File: config.mk
export PLATFORM = sky130hd
export DESIGN_NAME = dma4_engine
export DESIGN_NICKNAME = d
export VERILOG_FILES = /design/src/rtl/dma4_pkg.sv /design/src/rtl/dma4_chan.sv /design/src/rtl/dma4_arb.sv /design/src/rtl/dma4_seq.sv /design/src/rtl/dma4_engine.sv
export SDC_FILE = /design/constraint.sdc
export NUM_CORES = 1
export LEC_CHECK = 0
export BUFFER_PORTS_ARGS = -buffer_cell sky130_fd_sc_hd__buf_2
export CORE_MARGIN = 2
export CORE_UTILIZATION = 35
export DETAILED_ROUTE_END_ITERATION = 12
export GPL_TIMING_DRIVEN = 1
export PLACE_DENSITY = 0.6
export SYNTH_ARGS = -nofsm -noshare
export SYNTH_HDL_FRONTEND = slang
export SYNTH_HIERARCHICAL = 1
export SYNTH_SLANG_ARGS = --single-unit
File: constraint.sdc
create_clock -name clk -period 2.3 [get_ports clk]
set_clock_uncertainty 0.15 [all_clocks]
set_input_delay 0 -clock clk [delete_from_list [all_inputs] [get_ports clk]]
set_output_delay 0 -clock clk [all_outputs]
set_load 0.005 [all_outputs]
File: src/rtl/dma4_pkg.sv
package dma4_pkg;
  typedef enum logic [1:0] {
    XK_VFY0  = 2'b00,
    XK_WRITE = 2'b01,
    XK_READ  = 2'b10,
    XK_VFY1  = 2'b11
  } xfer_kind_e;

  typedef enum logic [1:0] {
    ST_IDLE = 2'd0,
    ST_REQ  = 2'd1,
    ST_XFER = 2'd2
  } seq_state_e;

  localparam logic [1:0] FLD_ADDR = 2'd0;
  localparam logic [1:0] FLD_CTRL = 2'd1;
  localparam logic [1:0] FLD_EN   = 2'd2;
endpackage

File: src/rtl/dma4_chan.sv
module dma4_chan #(
  parameter int AW = 16,
  parameter int CW = 14
) (
  input  logic          clk,
  input  logic          rst_n,
  input  logic          wr_addr,
  input  logic          wr_ctrl,
  input  logic          wr_en,
  input  logic [AW-1:0] wdata,
  input  logic          step,
  output logic [AW-1:0] addr,
  output logic [CW-1:0] cnt,
  output logic [1:0]    kind,
  output logic          en
);
  always_ff @(posedge clk) begin
    if (!rst_n) begin
      addr <= '0;
      cnt  <= '0;
      kind <= '0;
      en   <= 1'b0;
    end else begin
      if (wr_addr) addr <= wdata;
      if (wr_ctrl) begin
        cnt  <= wdata[CW-1:0];
        kind <= wdata[AW-1:AW-2];
      end
      if (wr_en) en <= wdata[0];
      if (step) begin
        addr <= addr + 1'b1;
        if (cnt == '0) en  <= 1'b0;
        else           cnt <= cnt - 1'b1;
      end
    end
  end

  p_tc_disables_r6: assert property (@(posedge clk) disable iff (!rst_n)
    step && (cnt == '0) |=> !en && (cnt == '0));
  p_addr_step_r5: assert property (@(posedge clk) disable iff (!rst_n)
    step && !wr_addr |=> addr == $past(addr) + 1'b1);
endmodule

File: src/rtl/dma4_arb.sv
module dma4_arb #(
  parameter int NCH = 4,
  localparam int CHW = $clog2(NCH)
) (
  input  logic [NCH-1:0] pending,
  output logic [CHW-1:0] win,
  output logic           any
);
  logic [NCH-1:0] lower_mask;

  always_comb begin
    win = '0;
    for (int i = NCH - 1; i >= 0; i--) begin
      if (pending[i]) win = CHW'(i);
    end
    any = |pending;
    lower_mask = (NCH'(1) << win) - NCH'(1);
  end

  always_comb begin
    if (any) begin
      p_prio_r2: assert ((pending & lower_mask) == '0 && pending[win]);
    end
  end
endmodule

File: src/rtl/dma4_seq.sv
module dma4_seq import dma4_pkg::*; #(
  parameter int NCH = 4,
  parameter int MARK_PERIOD = 128,
  localparam int CHW = $clog2(NCH),
  localparam int MW = $clog2(MARK_PERIOD)
) (
  input  logic           clk,
  input  logic           rst_n,
  input  logic           any_pend,
  input  logic [CHW-1:0] win,
  input  logic           hlda,
  input  logic           ready,
  output logic           hrq,
  output logic           xfer,
  output logic           done,
  output logic [CHW-1:0] cur,
  output logic           mark_now
);
  seq_state_e     state;
  logic [MW-1:0]  mcnt;

  always_ff @(posedge clk) begin
    if (!rst_n) begin
      state <= ST_IDLE;
      cur   <= '0;
      mcnt  <= '0;
    end else begin
      case (state)
        ST_IDLE: if (any_pend) state <= ST_REQ;
        ST_REQ: begin
          if (!any_pend) state <= ST_IDLE;
          else if (hlda) begin
            cur   <= win;
            state <= ST_XFER;
          end
        end
        ST_XFER: if (ready) state <= ST_REQ;
        default: state <= ST_IDLE;
      endcase
      if (done) mcnt <= (mcnt == MW'(MARK_PERIOD - 1)) ? '0 : mcnt + 1'b1;
    end
  end

  assign hrq      = (state != ST_IDLE);
  assign xfer     = (state == ST_XFER);
  assign done     = xfer && ready;
  assign mark_now = xfer && (mcnt == MW'(MARK_PERIOD - 1));

  p_grant_first_r3: assert property (@(posedge clk) disable iff (!rst_n)
    (state != ST_XFER) && !(hrq && hlda) |=> state != ST_XFER);
  p_wait_hold_r8: assert property (@(posedge clk) disable iff (!rst_n)
    xfer && !ready |=> xfer && $stable(cur));
  p_hrq_drop_r11: assert property (@(posedge clk) disable iff (!rst_n)
    (state == ST_REQ) && !any_pend |=> !hrq);
endmodule

File: src/rtl/dma4_engine.sv
module dma4_engine import dma4_pkg::*; #(
  parameter int NCH = 4,
  parameter int AW = 16,
  parameter int CW = 14,
  parameter int MARK_PERIOD = 128
) (
  input  logic                     clk,
  input  logic                     rst_n,
  input  logic                     cfg_we,
  input  logic [$clog2(NCH)+1:0]   cfg_sel,
  input  logic [AW-1:0]            cfg_wdata,
  output logic [AW-1:0]            cfg_rdata,
  input  logic [NCH-1:0]           drq,
  output logic [NCH-1:0]           dack_n,
  output logic                     hrq,
  input  logic                     hlda,
  input  logic                     ready,
  output logic [AW-1:0]            mem_addr,
  output logic                     mem_rd_n,
  output logic                     mem_wr_n,
  output logic                     io_rd_n,
  output logic                     io_wr_n,
  output logic                     tc,
  output logic                     mark
);
  localparam int CHW = $clog2(NCH);

  logic [AW-1:0]  ch_addr [NCH];
  logic [CW-1:0]  ch_cnt  [NCH];
  logic [1:0]     ch_kind [NCH];
  logic [NCH-1:0] ch_en;
  logic [NCH-1:0] pending;
  logic [CHW-1:0] win, cur, sel_ch;
  logic [1:0]     sel_fld;
  logic           any_pend, xfer, done;
  logic [1:0]     cur_kind;

  assign sel_ch  = cfg_sel[CHW-1:0];
  assign sel_fld = cfg_sel[CHW+1:CHW];

  for (genvar i = 0; i < NCH; i++) begin : g_ch
    logic hit;
    assign hit = cfg_we && (sel_ch == CHW'(i));
    dma4_chan #(.AW(AW), .CW(CW)) u_chan (
      .clk     (clk),
      .rst_n   (rst_n),
      .wr_addr (hit && sel_fld == FLD_ADDR),
      .wr_ctrl (hit && sel_fld == FLD_CTRL),
      .wr_en   (hit && sel_fld == FLD_EN),
      .wdata   (cfg_wdata),
      .step    (done && cur == CHW'(i)),
      .addr    (ch_addr[i]),
      .cnt     (ch_cnt[i]),
      .kind    (ch_kind[i]),
      .en      (ch_en[i])
    );
    assign pending[i] = ch_en[i] && drq[i];
    assign dack_n[i]  = !(xfer && cur == CHW'(i));
  end

  dma4_arb #(.NCH(NCH)) u_arb (
    .pending (pending),
    .win     (win),
    .any     (any_pend)
  );

  dma4_seq #(.NCH(NCH), .MARK_PERIOD(MARK_PERIOD)) u_seq (
    .clk      (clk),
    .rst_n    (rst_n),
    .any_pend (any_pend),
    .win      (win),
    .hlda     (hlda),
    .ready    (ready),
    .hrq      (hrq),
    .xfer     (xfer),
    .done     (done),
    .cur      (cur),
    .mark_now (mark)
  );

  assign cur_kind = ch_kind[cur];
  assign mem_addr = ch_addr[cur];
  assign tc       = xfer && (ch_cnt[cur] == '0);

  always_comb begin
    mem_rd_n = 1'b1;
    mem_wr_n = 1'b1;
    io_rd_n  = 1'b1;
    io_wr_n  = 1'b1;
    if (xfer) begin
      case (xfer_kind_e'(cur_kind))
        XK_READ:  begin mem_rd_n = 1'b0; io_wr_n  = 1'b0; end
        XK_WRITE: begin io_rd_n  = 1'b0; mem_wr_n = 1'b0; end
        default:  ;
      endcase
    end
  end

  always_comb begin
    cfg_rdata = '0;
    case (sel_fld)
      FLD_ADDR: cfg_rdata = ch_addr[sel_ch];
      FLD_CTRL: begin
        cfg_rdata[CW-1:0]    = ch_cnt[sel_ch];
        cfg_rdata[AW-1:AW-2] = ch_kind[sel_ch];
      end
      FLD_EN:   cfg_rdata[0] = ch_en[sel_ch];
      default:  cfg_rdata = '0;
    endcase
  end

  p_dack_onehot_r4: assert property (@(posedge clk) disable iff (!rst_n)
    $onehot0(~dack_n));
  p_verify_quiet_r7: assert property (@(posedge clk) disable iff (!rst_n)
    (dack_n != '1) && (cur_kind == 2'b00 || cur_kind == 2'b11)
      |-> mem_rd_n && mem_wr_n && io_rd_n && io_wr_n);
  p_ack_needs_grant_r3: assert property (@(posedge clk) disable iff (!rst_n)
    (dack_n == '1) ##1 (dack_n != '1) |-> $past(hlda && hrq));
endmodule

---- Word level (Yosys, flattened, before mapping) ----
Index checks and enable logic that the tools add are counted.
W data, S select, Z words.
word-level totals
  input bits .............................. 29
  output and inout port bits .............. 43
  bits in latches ......................... 0
  RAM bits ................................ 0
  memories ................................ 0
  ROM bits ................................ 0
  register bits ........................... 143
  word-level logic and storage cells ...... 169
operators by class
  shift operators ......................... 0
  multiply operators ...................... 0
  div/mod/pow operators ................... 0
  add/sub/neg operators ................... 9
  bitwise logic cells ..................... 2
  order comparisons ....................... 3
  equality and inequality tests ........... 16
  reduce and logical (&&, ||, !) cells .... 52
  muxes and demuxes ....................... 68
operators with widths
  kind                     count
  $mux W14                 16
  $mux W16                 12
  $logic_not A14 Y1        5
  $add A16 B1 Y16 const B  4
  $bmux W16 S2             2
  $bmux W14 S2             2
  $sub A14 B1 Y14 const B  4
  $logic_and A1 B1 Y1      31
  $pmux W15 S2             1
  $mux W2                  12
  $mux W1                  17
  $eq A2 B2 Y1 const B     7
  $eq A2 B1 Y1 const B     5
  $reduce_bool A2 Y1       5
  $bmux W2 S2              2
  $logic_not A2 Y1         4
  $add A7 B1 Y7 const B    1
  $eq A7 B7 Y1 const B     1
  $mux W7                  1
  $ge A3 B3 Y1 const B     2
  $not A2 Y3               2
  $pmux W2 S3              1
  $reduce_and A3 Y1        2
  $logic_not A1 Y1         4
  7 further kinds          7

---- Longest topological paths before layout ----
  word-level depth ........................ 7
  depth in mapped cells ................... 10
  depth with buffers taken out ............ 7

---- Hierarchy ----
Netlist, hierarchy kept.
modules (own cells, without submodules)
  module                           times used  area each (µm²)  cells an instance  seq. area each (µm²)
  dma4_chan at g_ch[1].u_chan ...  3           2034.5           244                660.6
  dma4_chan at g_ch[0].u_chan      1           2058.2           249                660.6
  dma4_engine                      1           1891.8           163                0.0
  dma4_seq                         1           508.0            62                 220.2
  dma4_arb                         1           35.0             7                  0.0

---- Worst setup path before layout ----
Ideal clock, no wire load.
  path type ............................... register to register
  start point ............................. register u_seq.cur[1]
  end point ............................... register g_ch[2].u_chan.cnt[2]
  period minus slack after synthesis ...... 2525 ps
  arrival ................................. 2253 ps
  data required time ...................... 2028 ps
  slack ................................... -225 ps
  stages on the path, launching flop included .. 9
  path through ............................ dfxtp_1 buf_2 buf_1 and3_1 clkbuf_1 inv_1 a41oi_1 a221oi_1 a311o_1
on the way
  cells in the longest elaborated chain, start to end .. 3
RTL lines
  what                    RTL line           text
  from (decl)             dma4_seq.sv:16     output logic [CHW-1:0] cur,
  from (signal assigned)  dma4_seq.sv:33     cur <= win;
  $eq A2 B2 Y1            dma4_engine.sv:51  .step (done && cur == CHW'(i)),
  $logic_and A1 B1 Y1     dma4_engine.sv:51
  $mux W14                dma4_chan.sv:30    if (step) begin
  to (signal assigned)    dma4_chan.sv:26    cnt <= wdata[CW-1:0];
  to (signal assigned)    dma4_chan.sv:33    else cnt <= cnt - 1'b1;
  to (decl)               dma4_chan.sv:13    output logic [CW-1:0] cnt,
No other way between the ends.
A chain may end at the register's enable or synchronous reset.

---- Worst setup path after layout ----
  start point ............................. register g_ch[0].u_chan.cnt[4]
  end point ............................... output cfg_rdata[4]
on the way
  cells in the longest elaborated chain, start to end .. 4
RTL lines
  what                                         RTL line            text
  from (decl)                                  dma4_chan.sv:13
  from (signal assigned)                       dma4_chan.sv:26
  from (signal assigned)                       dma4_chan.sv:33
  $bmux W14 S2                                 dma4_engine.sv:104  cfg_rdata[CW-1:0] = ch_cnt[sel_ch];
  $mux W14 (implied by the code) (2 in a row)  dma4_engine.sv:104
  $pmux W15 S2                                 dma4_engine.sv:101  case (sel_fld)
  to (decl)                                    dma4_engine.sv:12   output logic [AW-1:0] cfg_rdata,
No other way between the ends. The select of a mux whose other input is x is not followed.

==> flow_summary.yaml <==
outcome:
  outcome: "complete, no violations"
die:
  io_pins: 72
  core_area_um2: 29720
  die_w_um: 178
  die_h_um: 178
  rows: 63
  initial_utilization: 0.3566
  dieArea_um2: 31680
timing:
  setup_viol: 0
  fin_crit_sh: 0.9750
  slew_viol_final: 0
  post-route-min-period_ns: 2.243
  slew_headroom: 0.4069
  grt_setup_unrepaired: "true"
  fmax_mhz: 445.9
  worst_pin_slew_ns: 0.8886
  finalHoldViolCount: 0
cells_and_area:
  area_growth_syn_to_layout_pct: 25.55
  drive_gt1_frac: 0.2716
  nFillCells: 2881
  design_area_um2: 13300
  final_nets: 1457
  num_antenna_cells: 0
  fin_util: 0.4477
yosys:
  post_synth_most_frequent_cells: "dfxtp_1, nor2_1, nand2_1"
  synthCells: 1213
  synth_warnings: 6
  synth.area.top_cells: "dfxtp_1, mux4_2, mux2i_1, nor2_1, nand2_1"
  ys_types: 81
  syn_area_per_cell_um2: 8.736
  syn_nets: 1251
  synth_ff_type: "dfxtp_1"
  yosysSeqAreaShare: 0.2702
  synth_seq_cells: 143
  yosys.cell_count.top_type: "dfxtp_1"
  syn_area_um2: 10600
  synth_top_area_frac: 0.2702
  synth_top_area_cell: "dfxtp_1"
  synthArstFlopShare: 0
  synth_edf_count: 0
setup_path:
  worst_setup_path_start_kind: "flip-flop"
  crit_path_end_kind: "output port"
  path_max_fanout: 7
  path_class: "flip-flop to output port"
  cp.arrival_ns: 2.09
  crit_required_ns: 2.15
clock_tree:
  numCtsBuffers: 17
  h-tree-depth: 4
  root_buffer: "clkbuf_16"
  clock_sinks: 143
  clock_latency_ns: 0.44
  cts_tree: "built"
  cts.clk_slew.worst_paths_ns: 0.07
  clockBufferDepth: 2
placed_design:
  place_congestion: 0.9581
  placed_cell_area_um2: 12380
  place_hpwl_um: 30390
  io_buffers: 71
power_and_ir_drop:
  sw_frac_of_total: 0.2900
  powerDensity_nw_per_um2: 466.2
  power.leakage_nw: 5.100
  combPwrFrac: 0.141
  peakVddDrop_v: 0.0004631
  p_int_mw: 4.403
  power_frac_clock: 0.446
  p_seq_frac: 0.413
  switching_power_mw: 1.799
global_route:
  grt_pass1_wl_um: 63090
  grt_usage: 0.2624
  grt.overflow.total: 0
  grt_pass1_vias: 10550
  antenna_found_initial: 0
  grt_max_degree: 37
detailed_routing:
  vias: 11510
  drc: 0
  first_pass_iters: 5
  viasPerCell: 6.319
  ant_nets: 0
  wl_per_cell_um: 22.81
  drtIter0Drc: 1377
  routed_wl_um: 41560
min_path:
  hp-class: "input pin to flip-flop"
run:
  drv_cap: 0
-- logic make-up (layout without fill, tap and decap cells) --
logic type / count (synthesis) / after routing / synth area share
and+or+nand+nor: 522 / 522 / 0.2751
AOI/OAI and AO/OA: 295 / 295 / 0.2099
DFF: 143 / 143 / 0.2702
muxes: 118 / 118 / 0.1731
buffers and inverters: 116 / 335 / 0.05278
xor gates and xnor gates: 10 / 10 / 0.008265
adders and majority gates: 9 / 9 / 0.01063
-- registers in the layout, summed over array words and instances (netlist names) --
register          count
g_ch.u_chan/addr     64
g_ch.u_chan/cnt      56
g_ch.u_chan/kind      8
u_seq/mcnt            7
g_ch.u_chan/en        4
u_seq/cur             2
u_seq/state           2
-- cells in the final DEF (no fill, tap or decap), types with 7 or more instances in the layout --
cell type	n
buf_4	163
dfxtp_1	141
nor2_1	128
nand2_1	89
buf_2	71
mux2i_1	64
a21oi_1	59
mux4_2	48
nand3_1	44
nor4_1	37
inv_1	37
nor3_1	29
nand4_1	29
o21ai_0	29
o211ai_1	24
dlygate4sd3_1	22
or4_1	21
a211oi_1	19
a31oi_1	19
and2_1	18
clkbuf_16	18
or3_1	18
a221oi_1	18
nand2b_1	16
o31a_1	16
a311oi_1	15
nor2b_1	12
a21o_1	10
or2_2	9
o221ai_1	9
nand4b_1	8
ha_1	8
a41o_1	7
a311o_1	7
nor4_2	7
-- area by class of cell --
type                       instances  area (µm²)  area share
multi-input combinational        954        7276      0.5469
inverter                          39       146.4     0.01100
clock buffer                      19       442.9     0.03329
clock inverter                    13       130.1    0.009781
tap                              390       488.0     0.03668
timing repair buffer             264        1956      0.1470
sequential                       143        2865      0.2154
-- per-stage QoR --
stage               std cells  total power, mW  setup slack (ns)  TNS (ns)  hold slack, ns
floorplan                1213            3.090          0.007082         0        -0.02097
global placement         1765            3.427          -0.02070  -0.03064          0.1581
detailed placement       1765            3.433          -0.05571   -0.2035          0.1594
CTS                      1819            6.209         0.0001594         0         0.02137
global route             1822            6.406          -0.02181  -0.04450         0.01348
finish                   1822            6.202           0.05740         0         0.02374
-- worst max-delay path, cell delays in order (launching register included) --
cell and delay (ns):
dfxtp_1 0.36, buf_4 0.19, mux4_2 0.52, mux2i_1 0.34, nor2_1 0.10, buf_2 0.14
-- worst paths after layout --
path	from	to	slack [ns]	cells past startpoint
worst max-delay path	g_ch[0].u_chan/cnt[4]	cfg_rdata[4]	0.06	5
worst min-delay path	drq[2]	u_seq/cur[0]	0.02	6
worst max register to register	g_ch[1].u_chan/cnt[0]	g_ch[1].u_chan/cnt[2]	0.06	7
worst min register to register	u_seq/mcnt[3]	u_seq/mcnt[3]	0.35	2
-- power groups by stage --
| stage | sequential, mW | combinational (mW) | clock [mW] |
|---|---|---|---|
| 2_1_floorplan | 2.61 | 0.477 | 0 |
| 3_3_place_gp | 2.62 | 0.812 | 0 |
| 3_5_place_dp | 2.62 | 0.816 | 0 |
| 4_1_cts | 2.56 | 0.848 | 2.80 |
| 5_1_grt | 2.56 | 0.920 | 2.92 |
| 6_report | 2.56 | 0.872 | 2.77 |
-- repair_timing --
action / 4_1_cts / 5_1_grt
resized for setup: 7 / 16
hold buffers: 22 / 0
pin swaps: 1 / 0
endpoints found under the hold margin: 103 / 0
setup endpoints to repair: 10 / 46
cloned: 0 / 1
buffers inserted: 0 / 2
-- routing by layer --
metal	routed length, µm	part of all wire	GRT usage
met5	0	0	0
met4	1813	0.044	0.1165
met3	4175	0.10	0.05030
met2	18390	0.44	0.4026
met1	17180	0.41	0.3578
No activity file was read; power rests on OpenSTA's default activity.
